[config.mk]
export PLATFORM = sky130hd
export DESIGN_NAME = vme_irq_ctrl
export DESIGN_NICKNAME = d
export VERILOG_FILES = /design/src/rtl/irqv_pkg.sv /design/src/rtl/irqv_regs.sv /design/src/rtl/irqv_status.sv /design/src/rtl/irqv_req.sv /design/src/rtl/irqv_iack.sv /design/src/rtl/vme_irq_ctrl.sv
export SDC_FILE = /design/constraint.sdc
export NUM_CORES = 1
export LEC_CHECK = 0
export BUFFER_PORTS_ARGS = -buffer_cell sky130_fd_sc_hd__clkbuf_2
export CAP_MARGIN = 20
export CORE_AREA = 10 10 100 102
export CTS_BUF_LIST = sky130_fd_sc_hd__clkbuf_4
export DETAILED_ROUTE_END_ITERATION = 6
export DIE_AREA = 0 0 110 112
export GPL_TIMING_DRIVEN = 0
export PLACE_DENSITY = 0.58
export SETUP_SLACK_MARGIN = 0.5
export SLEW_MARGIN = 25
export SYNTH_ARGS = -nofsm -noshare
export SYNTH_HDL_FRONTEND = slang
export SYNTH_SLANG_ARGS = --single-unit
[constraint.sdc]
create_clock -name clk -period 3.75 [get_ports clk]
set_input_delay 0.5625 -clock clk [delete_from_list [all_inputs] [get_ports clk]]
set_output_delay 0.5625 -clock clk [all_outputs]
set_load 0.1 [all_outputs]
[src/rtl/irqv_pkg.sv]
package irqv_pkg;
    localparam int NUM_COND = 15;
    localparam int VEC_W    = 8;
    localparam int LVL_W    = 3;
    localparam int DATA_W   = 16;
    localparam int ADDR_W   = 2;
    localparam int NUM_LVL  = (1 << LVL_W) - 1;
    localparam int CMD_IRST_BIT = 0;

    // condition slots used by the channel
    localparam int COND_MSG_DONE   = 0;
    localparam int COND_LIST_DONE  = 1;
    localparam int COND_MSG_ERR    = 2;
    localparam int COND_TAG_WRAP   = 3;
    localparam int COND_RETRY      = 4;
    localparam int COND_DSTK_WRAP  = 5;
    localparam int COND_CSTK_WRAP  = 6;
    localparam int COND_TX_TIMEOUT = 7;
    localparam int COND_MEM_PARITY = 8;

    typedef enum logic [ADDR_W-1:0] {
        SEL_MASK = 2'd0,
        SEL_STAT = 2'd1,
        SEL_CFG  = 2'd2,
        SEL_CMD  = 2'd3
    } reg_sel_e;

    typedef struct packed {
        logic             autoclr;
        logic             enhanced;
        logic [LVL_W-1:0] level;
        logic [VEC_W-1:0] vector;
    } irq_cfg_t;

    localparam int CFG_W = $bits(irq_cfg_t);

    function automatic logic level_on(input logic [LVL_W-1:0] l);
        return l != '0;
    endfunction
endpackage

[src/rtl/irqv_regs.sv]
module irqv_regs
    import irqv_pkg::*;
#(
    parameter int N = NUM_COND
) (
    input  logic              clk,
    input  logic              rst,
    input  logic              wr_i,
    input  logic              rd_i,
    input  logic [ADDR_W-1:0] addr_i,
    input  logic [DATA_W-1:0] wdata_i,
    input  logic [N-1:0]      status_i,
    output logic [DATA_W-1:0] rdata_o,
    output logic [N-1:0]      mask_o,
    output irq_cfg_t          cfg_o,
    output logic              clr_o
);
    reg_sel_e sel;
    assign sel = reg_sel_e'(addr_i);

    always_ff @(posedge clk) begin
        if (rst) begin
            mask_o <= '0;
            cfg_o  <= '0;
        end else if (wr_i) begin
            if (sel == SEL_MASK) mask_o <= wdata_i[N-1:0];
            if (sel == SEL_CFG)  cfg_o  <= irq_cfg_t'(wdata_i[CFG_W-1:0]);
        end
    end

    always_comb begin
        rdata_o = '0;
        case (sel)
            SEL_MASK: rdata_o[N-1:0]     = mask_o;
            SEL_STAT: rdata_o[N-1:0]     = status_i;
            SEL_CFG:  rdata_o[CFG_W-1:0] = cfg_o;
            default:  rdata_o = '0;
        endcase
    end

    assign clr_o = (wr_i && sel == SEL_CMD && wdata_i[CMD_IRST_BIT]) ||
                   (rd_i && sel == SEL_STAT && cfg_o.autoclr);

    // status never changes the mask
    a_r2_mask_stable: assert property (@(posedge clk) disable iff (rst)
        !(wr_i && sel == SEL_MASK) |=> $stable(mask_o));
endmodule

[src/rtl/irqv_status.sv]
module irqv_status
    import irqv_pkg::*;
#(
    parameter int N = NUM_COND
) (
    input  logic         clk,
    input  logic         rst,
    input  logic [N-1:0] cond_i,
    input  logic [N-1:0] mask_i,
    input  logic         enhanced_i,
    input  logic         clr_i,
    output logic [N-1:0] status_o,
    output logic         qual_any_o
);
    logic [N-1:0] qual, setv;

    assign qual       = cond_i & mask_i;
    assign setv       = enhanced_i ? cond_i : qual;
    assign qual_any_o = |qual;

    always_ff @(posedge clk) begin
        if (rst) status_o <= '0;
        else     status_o <= (clr_i ? '0 : status_o) | setv;
    end

    // standard mode adds only masked-in bits
    a_r3_std_masked: assert property (@(posedge clk) disable iff (rst)
        !enhanced_i |=> ((status_o & ~$past(status_o) & ~$past(mask_i)) == '0));
    // enhanced mode records every condition
    a_r4_enh_all: assert property (@(posedge clk) disable iff (rst)
        enhanced_i |=> (($past(cond_i) & ~status_o) == '0));
endmodule

[src/rtl/irqv_req.sv]
module irqv_req (
    input  logic clk,
    input  logic rst,
    input  logic qual_any_i,
    input  logic level_on_i,
    input  logic clr_i,
    input  logic ack_i,
    output logic req_o
);
    logic blk_q, fire;

    assign fire = qual_any_i && level_on_i && (!blk_q || clr_i);

    always_ff @(posedge clk) begin
        if (rst) begin
            blk_q <= 1'b0;
            req_o <= 1'b0;
        end else begin
            blk_q <= fire || (blk_q && !clr_i);
            req_o <= fire || (req_o && !ack_i);
        end
    end

    // while blocked and not cleared, no fresh request
    a_r6_no_rerequest: assert property (@(posedge clk) disable iff (rst)
        (blk_q && !clr_i) |=> !$rose(req_o));
    // an acknowledge removes the request
    a_r10_ack_drops: assert property (@(posedge clk) disable iff (rst)
        (ack_i && !fire) |=> !req_o);
    // a new request always leaves the block blocked
    a_r5_blocks: assert property (@(posedge clk) disable iff (rst)
        $rose(req_o) |-> blk_q);
endmodule

[src/rtl/irqv_iack.sv]
module irqv_iack
    import irqv_pkg::*;
(
    input  logic             clk,
    input  logic             rst,
    input  logic             req_i,
    input  irq_cfg_t         cfg_i,
    input  logic             iack_i,
    input  logic [LVL_W-1:0] iack_level_i,
    input  logic             iackin_i,
    output logic [NUM_LVL:1] irq_o,
    output logic             iackout_o,
    output logic             dtack_o,
    output logic [VEC_W-1:0] vector_o,
    output logic             ack_o
);
    logic hit;

    assign hit       = iack_i && iackin_i && req_i && level_on(cfg_i.level) &&
                       (iack_level_i == cfg_i.level);
    assign ack_o     = hit;
    assign dtack_o   = hit;
    assign vector_o  = hit ? cfg_i.vector : '0;
    assign iackout_o = iack_i && iackin_i && !hit;

    for (genvar k = 1; k <= NUM_LVL; k++) begin : g_line
        assign irq_o[k] = req_i && (cfg_i.level == LVL_W'(k));
    end

    // at most one request line
    a_r5_onehot: assert property (@(posedge clk) disable iff (rst) $onehot0(irq_o));
    // acknowledge is either taken or passed, never both
    a_r11_exclusive: assert property (@(posedge clk) disable iff (rst)
        !(dtack_o && iackout_o));
    // level zero raises no line
    a_r12_level_off: assert property (@(posedge clk) disable iff (rst)
        (cfg_i.level == '0) |-> (irq_o == '0));
endmodule

[src/rtl/vme_irq_ctrl.sv]
module vme_irq_ctrl
    import irqv_pkg::*;
(
    input  logic                clk,
    input  logic                rst,
    input  logic [NUM_COND-1:0] cond_i,
    input  logic                host_wr_i,
    input  logic                host_rd_i,
    input  logic [ADDR_W-1:0]   host_addr_i,
    input  logic [DATA_W-1:0]   host_wdata_i,
    output logic [DATA_W-1:0]   host_rdata_o,
    output logic [NUM_LVL:1]    irq_o,
    input  logic                iack_i,
    input  logic [LVL_W-1:0]    iack_level_i,
    input  logic                iackin_i,
    output logic                iackout_o,
    output logic                dtack_o,
    output logic [VEC_W-1:0]    vector_o
);
    logic [NUM_COND-1:0] mask, status;
    irq_cfg_t            cfg;
    logic                clr, qual_any, req, ack;

    irqv_regs #(.N(NUM_COND)) i_regs (
        .clk(clk), .rst(rst), .wr_i(host_wr_i), .rd_i(host_rd_i),
        .addr_i(host_addr_i), .wdata_i(host_wdata_i), .status_i(status),
        .rdata_o(host_rdata_o), .mask_o(mask), .cfg_o(cfg), .clr_o(clr)
    );

    irqv_status #(.N(NUM_COND)) i_status (
        .clk(clk), .rst(rst), .cond_i(cond_i), .mask_i(mask),
        .enhanced_i(cfg.enhanced), .clr_i(clr),
        .status_o(status), .qual_any_o(qual_any)
    );

    irqv_req i_req (
        .clk(clk), .rst(rst), .qual_any_i(qual_any),
        .level_on_i(level_on(cfg.level)), .clr_i(clr), .ack_i(ack),
        .req_o(req)
    );

    irqv_iack i_iack (
        .clk(clk), .rst(rst), .req_i(req), .cfg_i(cfg), .iack_i(iack_i),
        .iack_level_i(iack_level_i), .iackin_i(iackin_i), .irq_o(irq_o),
        .iackout_o(iackout_o), .dtack_o(dtack_o), .vector_o(vector_o),
        .ack_o(ack)
    );
endmodule

# Yosys cells after proc, flatten, opt, wreduce, memory -nomap -nowiden
# Cells that the tools add are included.
# Widths: inputs -> output; s select.
# op_classes
n_eq_ne	11
n_mux	5
bitwise	2
n_reduce_logical	32
# op_table
operator	n
$pmux 13 s3	1
$mux 15	2
$logic_and 1x1->1	20
$and 15x15->15	1
$or 15x15->15	1
$reduce_or 15->1	1
$eq 3x3->1 const B	4
$mux 8	1
$eq 3x2->1 const B	2
$eq 2x2->1 const B	2
$logic_or 1x1->1	4
$pmux 2 s2	1
$reduce_and 2->1	2
$eq 3x1->1 const B	1
$eq 3x3->1	1
$logic_not 1->1	3
$reduce_bool 3->1	1
$eq 2x1->1 const B	1
$logic_not 2->1	1
# word_totals
regBits	45
input_bits	42
output_inout_bits	33
wordCells	58

# Logic depth before layout (Yosys ltp)
# Gate-level depths: netlist of the first run.
# depth
ltp_word	7
depth_mapped	5
ltp_nobuf	4

# By module
# From an unflattened synthesis of the first run, not the netlist that was laid out.
# unflattened
cells_unflattened	262
area_unflattened_um2	2436.1
# modules_own_cells
module	instances	cells_per_inst	area_each_um2	seq_area_each_um2
irqv_regs	1	150	1524.0	560.5
irqv_status	1	72	626.9	300.3
irqv_iack	1	31	200.2	0.0
irqv_req	1	8	78.8	40.0
vme_irq_ctrl	1	1	6.3	0.0

# Worst setup path before layout of the first run
# No wires, ideal clock.
# synth_path
path_type	input port to output port
startpoint	in host_addr_i[1]
endpoint	out host_rdata_o[10]
arrival_time_ps	3253
required_ps	3188
path_slack_ps	-66
stages	4
n_path_buf	2
cell_sequence	buf_2 -> buf_2 -> mux2i_1 -> o21ai_0
# synth_via
elab_chain_len	2
word_cells_on_any_way	4
classes_between	eq/ne: 2; mux: 1; reduce/logical: 1
# synth_lines
element	line	source
start: declaration	vme_irq_ctrl.sv:9	input logic [ADDR_W-1:0] host_addr_i,
$eq 2x2->1 (tied with other cells)	irqv_regs.sv:33	case (sel)
$pmux 13 s3 *	irqv_regs.sv:33	
end: declaration	vme_irq_ctrl.sv:11	output logic [DATA_W-1:0] host_rdata_o,
# Mark *: on every way between the ends. The rest lies on a longest branch, timed or not.

# Worst setup path in the final report of the first run
# layout_path
startpoint	in host_addr_i[0]
endpoint	out host_rdata_o[9]
# The elaborated chain is that of the path after synthesis.

==> impl_metrics.env, run 1 <==
export IMPL_status="finished, final reports clean"
export IMPL_place_hpwl_um=6042
export IMPL_fin_ws_ps=758.4
export IMPL_vias=2338
export IMPL_netlist_area_mm2=0.002198
export IMPL_ff_latch_area_um2=900.9
export IMPL_diodes=0
export IMPL_ys_seq_area_frac=0.4098
export IMPL_clkLatencyLatePin_ps=360
export IMPL_max_cap_violations=0
export IMPL_cts_htree_levels=2
export IMPL_grt_pass1_wl_um=12300
export IMPL_drive_gt1_frac=0.2534
export IMPL_core_mm2=0.008051
export IMPL_cts_inserted_buffers=5
export IMPL_hold_path_class="in -> reg"
export IMPL_cts_root_buf="clkbuf_4"
export IMPL_crit_slowest_cell="clkbuf_2"
export IMPL_antenna_found_initial=0
export IMPL_area_growth_syn_to_layout_pct=24.87
export IMPL_dieArea_mm2=0.01232
export IMPL_grt_overflow=0
export IMPL_worstPathMaxFanout=10
export IMPL_final_nets=412
export IMPL_fin_crit_ps=2992
export IMPL_yosysTopAreaCellShare=0.4098
export IMPL_drt_iter0_markers=130
export IMPL_yosys_top_cells_count="nand2_1, dfxtp_1, a21oi_1"
export IMPL_finalSetupViolCount=0
export IMPL_grt_max_degree=13
export IMPL_grt_met3_usage=0.03172
export IMPL_drt_antenna_violating_nets=0
export IMPL_use_met1=0.1479
export IMPL_hp_start="host_wdata_i[13]"
export IMPL_rrSetupSlack_ps=2150
export IMPL_wl_per_cell_um=16.64
export IMPL_rows=33
export IMPL_post_cts_buffers=0
export IMPL_dr_pass1_iters=4
export IMPL_ir_worst_vdd_v=0.0001101
export IMPL_ctsResizeCount=0
export IMPL_slew_headroom=0.5866
export IMPL_synth_cell_type_count=35
export IMPL_drc=0
export IMPL_place_congestion=0.7836
export IMPL_top_usage_layer="met2"
export IMPL_hold_ws_ps=400.5
export IMPL_yosysMostFrequentCell="nand2_1"
export IMPL_synth_cells=292
export IMPL_crit_top_cell="clkbuf_2"
export IMPL_hold_viol_final=0
export IMPL_clockBufferDepth=2
export IMPL_grt_use_met2=0.2155
export IMPL_regToRegStartpoint="i_regs.cfg_o[12]"
export IMPL_yosys_top_cells_area="dfxtp_1, nand2_1, a21oi_1, mux2i_1, o21ai_0"
export IMPL_ys_seq_elements=45
export IMPL_hold_path_end="i_regs.mask_o[13]"
export IMPL_clock_fmax_mhz=334.3
export IMPL_fin_worst_skew_ps=9.219
export IMPL_hold_buffers=0
export IMPL_end_kind="output pin"
export IMPL_synth_edf_count=0
export IMPL_slew_violations=0
export IMPL_grt_pass1_vias=2360
export IMPL_rsz0062_at_grt="false"
export IMPL_clock_sinks=45
export IMPL_tns_ps=0
export IMPL_synth_async_sr_flop_share=0
export IMPL_drt_total_wl_um=7922
export IMPL_max_stage_delay_ps=490
export IMPL_r2r_end="i_status.status_o[6]"
export IMPL_ys_flop_type="dfxtp_1"
export IMPL_cp_cell_sequence="clkbuf_2, buf_2, nor2b_1, clkbuf_1, nand2_1, o21ai_1, clkbuf_2"
export IMPL_portBuffers=71
export IMPL_gr_usage_all_layers=0.1262
export IMPL_vias_per_cell=4.912
export IMPL_leakage_nw=1.127
export IMPL_multiInputGateArea_mm2=0.001195
export IMPL_die_w_um=110
export IMPL_tightestPinTransition_ps=620.0
export IMPL_fillers=890
export IMPL_fp_dieH_um=112
export IMPL_post_route_period_util=0.7978
export IMPL_required_ps=3190
export IMPL_postSynthAreaPerCell_um2=7.529
export IMPL_power_density_mw_per_mm2=338.8
export IMPL_critPathArrivalTime_ps=2430
export IMPL_final_util=0.3409
export IMPL_yosys_area_top_type="dfxtp_1"
export IMPL_start_util=0.2730
export IMPL_startpoint_type="input port"
export IMPL_rr_worst_depth=5
export IMPL_place_ws_ps=788.7
export IMPL_pin_count=75
export IMPL_syn_nets=334
export IMPL_cts_tree="built"
export IMPL_path_class="in -> out"
export IMPL_yosys_warnings=0
export IMPL_holdPathStages=3
export IMPL_path_clk_slew_ps=130
==> layer usage <==
layer / part of all wire / up-vias
met2: 0.48 / 74
met5: 0 / -
li1: - / 1148
met4: 0.024 / 0
met3: 0.056 / 14
met1: 0.44 / 1102
==> sequential cells by signal, summed over array words and instances (netlist names) <==
register	cells
i_regs.cfg_o	13
i_req.blk_q	1
i_regs.mask_o	15
i_req.req_o	1
i_status.status_o	15
==> critical path: cells and delay by family <==
family,cells,cell delay (ps)
simple gates,2,420
buf+inv,4,1310
compound gates,1,130
==> power breakdown <==
part	switching, mW	leakage [nW]	internal, mW	total [mW]
Combinational	0.120	0.725	0.0500	0.170
Sequential	0.0133	0.365	0.496	0.509
Clock	0.154	0.0368	0.0967	0.251
==> worst max-delay path by stage <==
stage | startpoint | end | cells after the start
after floorplan | i_regs.cfg_o[10] | irq_o[2] | 2
after global placement | host_addr_i[0] | host_rdata_o[9] | 7
after detailed placement | host_addr_i[0] | host_rdata_o[9] | 7
after CTS | i_regs.cfg_o[8] | vector_o[0] | 6
after global routing | host_addr_i[0] | host_rdata_o[8] | 7
final | host_addr_i[0] | host_rdata_o[9] | 7
==> cell usage in the layout (no fill, tap or decap), drive strengths merged, types with 2 or more instances in the layout <==
cell type  instances
and2               8
buf               11
nand2             89
mux2i             15
a22oi              6
nand2b             3
nor2b              2
o21ai             29
a21oi             44
dfxtp             45
nor2              10
clkbuf            89
or3b               2
==> logic make-up (layout without fill, tap and decap cells) <==
kind of cell	count (synthesis)	in the layout	share of synthesized area
and+or+nand+nor	122	122	0.2419
AOI/OAI and AO/OA	86	86	0.2237
DFF	45	45	0.4098
buffers and inverters	21	100	0.04667
muxes	15	15	0.06830
xor gates and xnor gates	2	2	0.007970
other	1	1	0.001706
==> per-stage QoR <==
stage / instances / area, µm² / power (mW)
after floorplan: 292 / 2198 / 0.6299
after global placement: 468 / 2685 / 0.6866
after detailed placement: 468 / 2685 / 0.6891
after CTS: 476 / 2745 / 0.9329
after global routing: 476 / 2745 / 0.9677
final: 476 / 2745 / 0.9300
==> cell type report <==
cell class | instances | share of cell area
buffer | 21 | 0.03737
clock buffer | 8 | 0.02188
multi-input combinational | 226 | 0.4353
sequential | 45 | 0.3282
tap | 105 | 0.04786
timing repair buffer | 71 | 0.1294
(Power assumes the default switching activity.)
==> run 2: changes to the inputs <==
--- a/config.mk
+++ b/config.mk
@@ -12,7 +12,7 @@
 export DETAILED_ROUTE_END_ITERATION = 6
 export DIE_AREA = 0 0 110 112
 export GPL_TIMING_DRIVEN = 0
-export PLACE_DENSITY = 0.58
+export PLACE_DENSITY = 0.6
 export SETUP_SLACK_MARGIN = 0.5
 export SLEW_MARGIN = 25
 export SYNTH_ARGS = -nofsm -noshare
==> constraint.sdc (replaced) <==
create_clock -name clk -period 2.75 [get_ports clk]
set_input_delay 0.4125 -clock clk [delete_from_list [all_inputs] [get_ports clk]]
set_output_delay 0.4125 -clock clk [all_outputs]
set_load 0.1 [all_outputs]
==> run 2 against run 1 <==
First-iteration DRC count fell by 32%. Largest power group unchanged. Core utilization up 4.8 points. Critical path type is now reg -> out. Setup slack got worse by 500 ps. Die area unchanged. Non-clock buffer count increased by 3. Critical endpoint is now vector_o[6].
==> impl_metrics.env, run 2 (same netlist as run 1, synthesis figures left out) <==
export IMPL_ir_worst_vdd_v=0.0001872
export IMPL_gr_usage_all_layers=0.1254
export IMPL_dr_pass1_iters=5
export IMPL_final_nets=416
export IMPL_max_cap_violations=0
export IMPL_fp_dieH_um=112
export IMPL_leakage_nw=1.279
export IMPL_rr_worst_depth=5
export IMPL_grt_max_degree=13
export IMPL_clock_sinks=45
export IMPL_finalNonFillerCells=479
export IMPL_largestRegisters="i_regs.mask_o (15), i_status.status_o (15), i_regs.cfg_o (13)"
export IMPL_p_sw_mw=0.3948
export IMPL_diodes=0
export IMPL_place_congestion=0.8367
export IMPL_sequentialPowerShare=0.554
export IMPL_use_met1=0.1548
export IMPL_dieArea_mm2=0.01232
export IMPL_place_hpwl_um=5943
export IMPL_rows=33
export IMPL_crit_slowest_cell="or3b_4"
export IMPL_placed_cell_area_mm2=0.002778
export IMPL_place_ws_ps=115.2
export IMPL_rsz0062_at_grt="true"
export IMPL_path_clk_slew_ps=130
export IMPL_status="finished, final reports clean"
export IMPL_vias=2284
export IMPL_antenna_found_initial=0
export IMPL_p_clk_frac=0.247
export IMPL_start_util=0.2730
export IMPL_final_util=0.3893
export IMPL_post_route_period_util=0.9048
export IMPL_critPathArrivalTime_ps=2080
export IMPL_grt_use_met2=0.2108
export IMPL_power_density_mw_per_mm2=400.1
export IMPL_fillers=846
export IMPL_p_int_mw=0.8592
export IMPL_cts_inserted_buffers=5
export IMPL_max_stage_delay_ps=380
export IMPL_hold_viol_final=0
export IMPL_drc=0
export IMPL_fin_worst_skew_ps=15.88
export IMPL_hold_path_class="in -> reg"
export IMPL_grt_overflow=0
export IMPL_fin_crit_ps=2488
export IMPL_pin_count=75
export IMPL_fin_ws_ps=261.9
export IMPL_die_w_um=110
export IMPL_cts_htree_levels=2
export IMPL_drt_iter0_markers=89
export IMPL_finalSetupViolCount=0
export IMPL_fin_area_mm2=0.003134
export IMPL_slew_headroom=0.4548
export IMPL_core_mm2=0.008051
export IMPL_clock_fmax_mhz=401.9
export IMPL_required_ps=2340
export IMPL_top_usage_layer="met2"
export IMPL_portBuffers=71
export IMPL_grt_pass1_wl_um=12180
export IMPL_drt_antenna_violating_nets=0
export IMPL_clockBufferDepth=2
export IMPL_vias_per_cell=4.768
export IMPL_dp_cells=468
export IMPL_grt_pass1_vias=2259
export IMPL_cts_tree="built"
export IMPL_drt_total_wl_um=7940
export IMPL_final_cell_mix="nand2_1, clkbuf_2, a21oi_1"
export IMPL_end_kind="output pin"
export IMPL_clkLatencyLatePin_ps=370
export IMPL_holdPathStages=3
export IMPL_drive_gt1_frac=0.3503
export IMPL_cts_root_buf="clkbuf_4"
export IMPL_wl_per_cell_um=16.58
export IMPL_worstPathMaxFanout=5
export IMPL_p_comb_frac=0.198
export IMPL_cp_cell_sequence="buf_6, or3b_4, a211oi_4, o211a_4, and2_4, clkbuf_16"
export IMPL_path_class="reg -> out"
export IMPL_slew_violations=0
export IMPL_final_common_cell="nand2_1"
export IMPL_p_sw_frac=0.3148
export IMPL_tightestPinTransition_ps=817.8
export IMPL_grt_met3_usage=0.03172
export IMPL_area_growth_syn_to_layout_pct=42.57
export IMPL_hold_ws_ps=266.6
export IMPL_startpoint_type="flip-flop"
==> run 2: cell count changes in the layout (fill, tap and decap cells not counted), sizes merged <==
cell and delta:
clkbuf -3, buf +4, o211a +1, clkinv +1
==> run 2: cell type report <==
class                      instances  area, µm²  area share
buffer                            21      117.6     0.03752
clock buffer                       6      45.04     0.01437
clock inverter                     1      3.754    0.001198
multi-input combinational        227       1318      0.4204
sequential                        45      903.4      0.2882
tap                              105      131.4     0.04192
timing repair buffer              74      615.6      0.1964
==> run 2: timing repair <==
action / 4_1_cts / 5_1_grt
pin swaps: 10 / 4
gates cloned: 1 / 0
hold buffers: 0 / 0
setup buffers: 3 / 0
resized for setup: 51 / 9
endpoints found under the setup margin: 21 / 27
==> run 2: power by group through the flow <==
stage	combinational [mW]	clock (mW)	sequential, mW
after floorplan	0.163	0	0.703
after global placement	0.234	0	0.708
after detailed placement	0.237	0	0.709
after CTS	0.248	0.313	0.695
after global routing	0.269	0.339	0.698
final	0.249	0.310	0.695
==> run 2: stage by stage <==
stage / power [mW] / TNS [ps]
6_report: 1.254 / 0
5_1_grt: 1.307 / 0
4_1_cts: 1.256 / 0
3_5_place_dp: 0.9456 / 0
3_3_place_gp: 0.9420 / 0
2_1_floorplan: 0.8661 / -14.22
==> run 2: path summary, 6_finish.rpt <==
path / startpoint / slack [ps] / to
setup / recovery: i_regs.cfg_o[8] / 260 / vector_o[6]
hold / removal: host_wdata_i[10] / 270 / i_regs.mask_o[10]
setup reg to reg: i_regs.cfg_o[12] / 1140 / i_status.status_o[13]
hold reg to reg: i_status.status_o[13] / 460 / i_status.status_o[13]
==> run 2: critical path, delay by kind of cell (launching register included) <==
family                 cells  cell delay, ps
AOI/OAI and AO/OA          2             530
buffers and inverters      2             280
and+or+nand+nor            2             550
DFF                        1             350
==> run 2: layer usage <==
metal  vias to the layer above  wire length, µm  share of wire
li1                       1162                -              -
met1                      1062             3543           0.45
met2                        54             3932           0.50
met3                         6              391          0.049
met4                         0               72         0.0091
met5                         -                0              0
==> run 3: changes to the inputs <==
--- a/config.mk
+++ b/config.mk
@@ -12,7 +12,7 @@
 export DETAILED_ROUTE_END_ITERATION = 6
 export DIE_AREA = 0 0 110 112
 export GPL_TIMING_DRIVEN = 0
-export PLACE_DENSITY = 0.6
+export PLACE_DENSITY_LB_ADDON = 0.15
 export SETUP_SLACK_MARGIN = 0.5
 export SLEW_MARGIN = 25
 export SYNTH_ARGS = -nofsm -noshare
==> run 3 against run 2 <==
Flip-flop and latch count did not move. Setup slack got worse by 25 ps. Worst hold slack lost 16 ps. Largest power group unchanged. Wire length increased by 4.8%. Core utilization increased by 0.87 points. Global-route usage up 0.85 points. Sequential power about the same. Die area unchanged.
==> impl_metrics.env, run 3 (same netlist as run 1, synthesis figures left out) <==
export IMPL_status="finished, final reports clean"
export IMPL_final_nets=416
export IMPL_area_growth_syn_to_layout_pct=45.76
export IMPL_end_kind="output pin"
export IMPL_slew_headroom=0.4281
export IMPL_start_util=0.2730
export IMPL_rr_worst_depth=5
export IMPL_place_congestion=0.7887
export IMPL_hp_start="host_wdata_i[13]"
export IMPL_path_class="reg -> out"
export IMPL_drt_iter0_markers=123
export IMPL_rows=33
export IMPL_hold_path_class="in -> reg"
export IMPL_fin_worst_skew_ps=22.60
export IMPL_ir_worst_vdd_v=0.0001837
export IMPL_clockBufferDepth=2
export IMPL_diodes=0
export IMPL_cts_tree="built"
export IMPL_drt_antenna_violating_nets=0
export IMPL_startpoint_type="flip-flop"
export IMPL_drc=0
export IMPL_post_route_period_util=0.9138
export IMPL_clock_sinks=45
export IMPL_drt_total_wl_um=8321
export IMPL_hold_viol_final=0
export IMPL_largestRegisters="i_regs.mask_o (15), i_status.status_o (15), i_regs.cfg_o (13)"
export IMPL_holdPathStages=3
export IMPL_final_cell_mix="nand2_1, clkbuf_2, a21oi_1"
export IMPL_tightestPinTransition_ps=857.8
export IMPL_portBuffers=71
export IMPL_cts_root_buf="clkbuf_4"
export IMPL_critPathArrivalTime_ps=2100
export IMPL_final_util=0.3980
export IMPL_wl_per_cell_um=17.34
export IMPL_gr_usage_all_layers=0.1339
export IMPL_required_ps=2340
export IMPL_max_stage_delay_ps=370
export IMPL_cp_startpoint="i_regs.cfg_o[9]"
export IMPL_antenna_found_initial=0
export IMPL_rsz0062_at_grt="true"
export IMPL_grt_pass1_vias=2309
export IMPL_cp_cell_sequence="buf_6, or3b_4, a211oi_4, o211a_4, and2_4, clkbuf_16"
export IMPL_grt_overflow=0
export IMPL_finalSetupViolCount=0
export IMPL_grt_max_degree=15
export IMPL_fillers=859
export IMPL_core_mm2=0.008051
export IMPL_final_common_cell="nand2_1"
export IMPL_vias=2298
export IMPL_met3WireLength_um=453
export IMPL_die_w_um=110
export IMPL_rrSetupSlack_ps=1130
export IMPL_dieArea_mm2=0.01232
export IMPL_drive_gt1_frac=0.3573
export IMPL_fin_crit_ps=2513
export IMPL_fp_dieH_um=112
export IMPL_leakage_nw=1.303
export IMPL_cts_inserted_buffers=5
export IMPL_grt_pass1_wl_um=12870
export IMPL_r2r_end="i_status.status_o[9]"
export IMPL_regToRegStartpoint="i_regs.cfg_o[12]"
export IMPL_worstPathMaxFanout=5
export IMPL_slew_violations=0
export IMPL_dr_pass1_iters=4
export IMPL_clock_fmax_mhz=397.9
export IMPL_clkLatencyLatePin_ps=370
export IMPL_path_clk_slew_ps=140
export IMPL_power_density_mw_per_mm2=431.2
export IMPL_wl_met1_um=3828
export IMPL_cts_htree_levels=2
export IMPL_dr_wl_met2_um=3927
export IMPL_vias_per_cell=4.788
export IMPL_place_hpwl_um=6082
export IMPL_top_layer="met4"
export IMPL_crit_slowest_cell="or3b_4"
export IMPL_pin_count=75
export IMPL_max_cap_violations=0
export IMPL_hold_path_end="i_regs.mask_o[13]"
export IMPL_hold_ws_ps=250.3
run 3: cell count changes in the layout (fill, tap and decap cells not counted), sizes merged:
cell    delta
clkbuf     -8
bufinv     +1
buf        +8
run 3: through the flow:
step                setup TNS (ps)  setup WS (ps)  power (mW)  instance area, µm²  cells
detailed placement               0          66.29      0.9493                2778    468
CTS                              0          159.1       1.389                3162    480
global route                     0          126.1       1.443                3204    480
finish                           0          237.0       1.382                3204    480
floorplan                   -14.22         -14.22      0.8661                2291    292
global placement                 0          73.52      0.9481                2778    468
run 3: layout make-up:
cell class,instances,area (µm²),area share
multi-input combinational,227,1320,0.4120
sequential,45,904.6,0.2823
timing repair buffer,74,648.1,0.2023
tap,105,131.4,0.04100
buffer,21,116.4,0.03631
clock buffer,6,45.04,0.01406
clock inverter,2,38.79,0.01210
run 3: worst max-delay path by stage:
stage                             endpoint  cells past startpoint
final                          vector_o[6]                      6
after floorplan           host_rdata_o[10]                      4
after CTS                      vector_o[6]                      6
after global placement     host_rdata_o[6]                      7
after detailed placement  host_rdata_o[10]                      7
after global routing           vector_o[1]                      6
run 3: repair_timing:
| action | in CTS | in global routing |
|---|---|---|
| hold buffers | 0 | 0 |
| pin swaps | 12 | 3 |
| setup endpoints to repair | 21 | 26 |
| cloned | 1 | 0 |
| setup buffers | 3 | 0 |
| gates resized for setup | 53 | 28 |
run 3: report_power, final:
part           switching, mW  internal (mW)  total [mW]
clock network          0.227          0.204       0.431
logic                  0.173         0.0823       0.255
registers             0.0191          0.677       0.696
total                  0.419          0.963        1.38
run 3: layer usage:
metal,global-route usage,vias to the layer above
met5,0,-
met4,0.02951,0
met3,0.03806,9
met2,0.2135,51
met1,0.1730,1080
li1,-,1158
run 3: worst max-delay path, delay by kind of cell, from the launching register on:
kind / cells / cell delay [ps]
simple gates: 2 / 540
flops: 1 / 340
compound gates: 2 / 560
buf+inv: 2 / 290
